$ cat src/rtl/nibble_cmd_regs.sv
module nibble_cmd_regs #(
  parameter int NIB = 4
) (
  input  logic                 clk,
  input  logic                 rst_n,
  input  logic                 cmd_valid,
  input  logic [2*NIB-1:0]     cmd_byte,
  output logic                 cmd_ready,
  output logic                 rd_valid,
  output logic [2*NIB-1:0]     rd_data,
  input  logic                 rd_ready,
  output logic                 side_valid,
  output logic [2*NIB-1:0]     side_byte
);
  localparam int BW    = 2 * NIB;
  localparam int DEPTH = 1 << BW;

  logic [BW-1:0]  addr;
  logic [NIB-1:0] lo_nib;
  logic [BW-1:0]  bank [DEPTH];

  wire            take  = cmd_valid && cmd_ready;
  wire [NIB-1:0]  op    = cmd_byte[BW-1:NIB];
  wire [NIB-1:0]  arg   = cmd_byte[NIB-1:0];
  wire            known = op <= NIB'(4);

  assign cmd_ready = !rd_valid;

  always_ff @(posedge clk) begin
    if (!rst_n) begin
      addr       <= '0;
      lo_nib     <= '0;
      rd_valid   <= 1'b0;
      rd_data    <= '0;
      side_valid <= 1'b0;
      side_byte  <= '0;
      for (int i = 0; i < DEPTH; i++) bank[i] <= '0;
    end else begin
      side_valid <= 1'b0;
      if (rd_valid && rd_ready) rd_valid <= 1'b0;
      if (take) begin
        case (op)
          NIB'(0): addr[NIB-1:0]  <= arg;
          NIB'(1): addr[BW-1:NIB] <= arg;
          NIB'(2): lo_nib         <= arg;
          NIB'(3): bank[addr]     <= {arg, lo_nib};
          NIB'(4): begin
            rd_data  <= bank[addr];
            rd_valid <= 1'b1;
            if (arg[0]) addr <= arg[1] ? addr - 1'b1 : addr + 1'b1;
          end
          default: begin
            side_valid <= 1'b1;
            side_byte  <= cmd_byte;
          end
        endcase
      end
    end
  end

  AST_RD_HOLD: assert property (@(posedge clk) disable iff (!rst_n)
    rd_valid && !rd_ready |=> rd_valid && $stable(rd_data));
  AST_RD_CAUSE: assert property (@(posedge clk) disable iff (!rst_n)
    $rose(rd_valid) |-> $past(cmd_valid && op == NIB'(4)));
  AST_STALL_ADDR: assert property (@(posedge clk) disable iff (!rst_n)
    rd_valid && !rd_ready |=> $stable(addr));
  AST_INC_WRAP: assert property (@(posedge clk) disable iff (!rst_n)
    take && op == NIB'(4) && arg[1:0] == 2'b01 |=> addr == BW'($past(addr) + 1));
  AST_DEC_WRAP: assert property (@(posedge clk) disable iff (!rst_n)
    take && op == NIB'(4) && arg[1:0] == 2'b11 |=> addr == BW'($past(addr) - 1));
  AST_SIDE_SRC: assert property (@(posedge clk) disable iff (!rst_n)
    side_valid |-> $past(cmd_valid && !known));
  AST_SIDE_QUIET: assert property (@(posedge clk) disable iff (!rst_n)
    take && !known |=> $stable(addr) && $stable(lo_nib));
endmodule

$ cat config.mk
export PLATFORM = sky130hd
export DESIGN_NAME = nibble_cmd_regs
export DESIGN_NICKNAME = d
export VERILOG_FILES = /design/src/rtl/nibble_cmd_regs.sv
export SDC_FILE = /design/constraint.sdc
export NUM_CORES = 2
export LEC_CHECK = 0
export BUFFER_PORTS_ARGS = -buffer_cell sky130_fd_sc_hd__buf_2
export CORE_MARGIN = 3
export CORE_UTILIZATION = 55
export CTS_CLUSTER_SIZE = 10
export DETAILED_ROUTE_END_ITERATION = 12
export PLACE_DENSITY = 0.73
export SYNTH_ARGS = -nofsm -noshare
export SYNTH_HDL_FRONTEND = slang
export SYNTH_SLANG_ARGS = --single-unit
$ cat constraint.sdc
create_clock -name clk -period 2.65 [get_ports clk]
set_input_delay 0.265 -clock clk [delete_from_list [all_inputs] [get_ports clk]]
set_output_delay 0.265 -clock clk [all_outputs]
set_load 0.02 [all_outputs]
==> flow_summary.json <==
{
  "critPathTopFamily": "compound AO/OA/AOI/OAI gates",
  "die_h_um": 426,
  "dp_cells": 9279,
  "worst_slew_pin_slew_ns": 1.29,
  "slowest_delay_ns": 0.67,
  "synthToLayoutAreaGrowth_pct": 22.1,
  "power_density_nw_per_um2": 593,
  "wire_per_inst_um": 31.0,
  "ctsLongestPathBuffers": 3,
  "grt_max_degree": 166,
  "hp-class": "input pin to flop",
  "cts_sinks": 2078,
  "cts_buffers": 229,
  "grt-ovfl-total": 0,
  "design_area_um2": 119000,
  "drv_cap": 0,
  "dpl_cell_area_um2": 106000,
  "via_count": 67400,
  "clkLatencyLatePin_ns": 0.89,
  "finalCritPeriodShare_pct": 123,
  "clk_pin_slew_worst_paths_ns": 0.06,
  "grt.total_usage_pct": 32.5,
  "cts_tree": "done",
  "fillers": 11100,
  "syn-num-nets": 6984,
  "first_pass_iters": 7,
  "antenna_found_initial": 9,
  "path_common_cell": "buf_4",
  "synth_cell_type_count": 62,
  "synth_edf_count": 2048,
  "synth-seq-cells": 2078,
  "violations": "negative setup slack",
  "syn_area_um2": 97100,
  "hold_ws_ns": 0.110,
  "syn-mean-instance-area_um2": 13.9,
  "root_buffer": "clkbuf_16",
  "status": "complete, but fails checks",
  "place_hpwl_um": 178000,
  "mostFrequentLayoutCell": "edfxtp_1",
  "finalNetCount": 7413,
  "peakVddDrop_uv": 728,
  "layout_common_cells": "edfxtp_1, and3_1, buf_4",
  "vias_per_cell": 6.86,
  "fin_total_pwr_mw": 70.3,
  "ys_seq_area_share_pct": 64.0,
  "start_kind": "flop",
  "fin_ws_ns": -0.613,
  "syn_inst": 6965,
  "die_area_um2": 182000,
  "required_ns": 3.40,
  "hold_viol": 0,
  "drv_slew": 0,
  "arrival_ns": 4.01,
  "synth.yosys.warnings": 0,
  "endpoint_kind": "flop",
  "critPathBufInv": 4,
  "ioPinCount": 31,
  "first_iter_violations": 11600,
  "htreeDepth": 4,
  "clock_skew_ns": 0.0321,
  "async_reset_ff_share_pct": 0,
  "die_width_um": 426,
  "start_util_pct": 55.6,
  "drc": 0,
  "finalNonFillerCells": 9814,
  "critical_path.slowest_cell": "a2111oi_4",
  "slew_headroom_pct": 13.8,
  "rsz0062_at_grt": "true",
  "drive_above_1_share_pct": 29.1,
  "rows": 153,
  "crit_chain": "buf_12 > buf_16 > buf_4 > mux4_2 > a22oi_1 > a41oi_2 > a2111oi_4 > buf_4 > o21ai_2 > o221a_1",
  "grt_pass1_vias": 65200,
  "port_buffers": 30,
  "setup_violations": 894,
  "core_area_um2": 175000,
  "leakagePower_nw": 50.3,
  "fin_crit_ns": 3.26,
  "globalplace.congestion": 0.933,
  "synthFlopType": "edfxtp_1",
  "drt_wl_total_um": 305000,
  "drtAntennaViolNets": 0,
  "grt_pass1_wl_um": 435000,
  "fmax_mhz": 306,
  "cp_max_fo": 7,
  "crit_type": "flop to flop"
}
-- stage by stage --
step / util, % / setup slack, ns / TNS [ns]
after floorplan: - / 0.00150 / 0
after global placement: 60.8 / -1.00 / -197.56
after detailed placement: 60.8 / -1.06 / -238.44
after CTS: 66.5 / -0.465 / -15.16
after global routing: 67.9 / -0.597 / -71.13
final: 67.9 / -0.613 / -44.61
-- state kept, by name, indices dropped and copies added, names as in the netlist --
signal      cells
lo_nib          4
side_valid      1
addr            8
rd_data         8
side_byte       8
bank         2048
rd_valid        1
-- kinds of logic after synthesis --
kind of cell | after synthesis | share of synthesized area, %
and+or+nand+nor | 2844 | 16.6
DFF | 2078 | 64.0
buffers and inverters | 957 | 4.09
muxes | 650 | 12.0
AOI/OAI and AO/OA | 422 | 3.22
xor gates and xnor gates | 7 | 0.0631
adders and majority gates | 7 | 0.0979
-- worst register-to-register path, stage by stage, from the launching register on --
cell       delay, ns
dfxtp_4         0.39
buf_12          0.16
buf_16          0.18
buf_4           0.20
mux4_2          0.50
a22oi_1         0.29
a41oi_2         0.25
a2111oi_4       0.68
buf_4           0.23
o21ai_2         0.05
o221a_1         0.21
-- synth_stat cells (22+ instances only) --
cell      number  area share, %
clkbuf_1     769            3.0
a22oi_1      178            1.4
buf_2        121           0.62
edfxtp_1    2048             63
a221oi_1      41           0.37
mux2i_1      232            2.4
nand2_1      594            2.3
and3_1      2049             13
mux4_2       413            9.6
buf_4         22           0.17
a21oi_1       39           0.20
nand3_1       47           0.24
nor2_1        77           0.30
a22o_1        40           0.36
dfxtp_1       30           0.62
o21ai_0       26           0.13
-- where the power goes --
group | internal [mW] | leakage [nW] | switching, mW
Clock | 15.7 | 3.06 | 12.6
Combinational | 1.84 | 25.9 | 2.69
Sequential | 37.1 | 21.4 | 0.389
-- area by class of cell --
type,instances,area [um2],area share (%)
Timing Repair Buffer,1148,13500,11.4
Tap cell,2325,2910,2.45
Clock buffer,301,6010,5.07
Inverter,7,26.3,0.0222
Sequential cell,2078,62100,52.4
Antenna cell,5,12.5,0.0106
Multi-Input combinational cell,3930,33600,28.3
Clock inverter,20,353,0.298
-- final timing paths --
kind / to / cells past startpoint / slack, ns / startpoint
worst max register to register: rd_data[2]$_SDFFE_PN0P_ / 10 / -0.61 / addr[0]$_SDFFE_PN0P_
worst min-delay path: bank[185][2]$_SDFFCE_PN0P_ / 3 / 0.11 / rst_n
worst min register to register: side_byte[5]$_SDFFE_PN0P_ / 2 / 0.50 / side_byte[5]$_SDFFE_PN0P_
worst max-delay path: rd_data[2]$_SDFFE_PN0P_ / 10 / -0.61 / addr[0]$_SDFFE_PN0P_
-- repair_timing --
item,in CTS,in global routing
pin swaps,53,51
hold endpoints to repair,8,0
gates cloned,31,22
gates resized for setup,323,454
buffers inserted,100,81
setup endpoints to repair,2302,2065
hold buffers,11,0
-- layer usage --
layer,GRT usage (%),part of all wire [%]
met1,44.3,35
met4,16.5,6.0
met3,7.71,14
met5,0,0.040
met2,49.3,46
(Power assumes the default switching activity.)
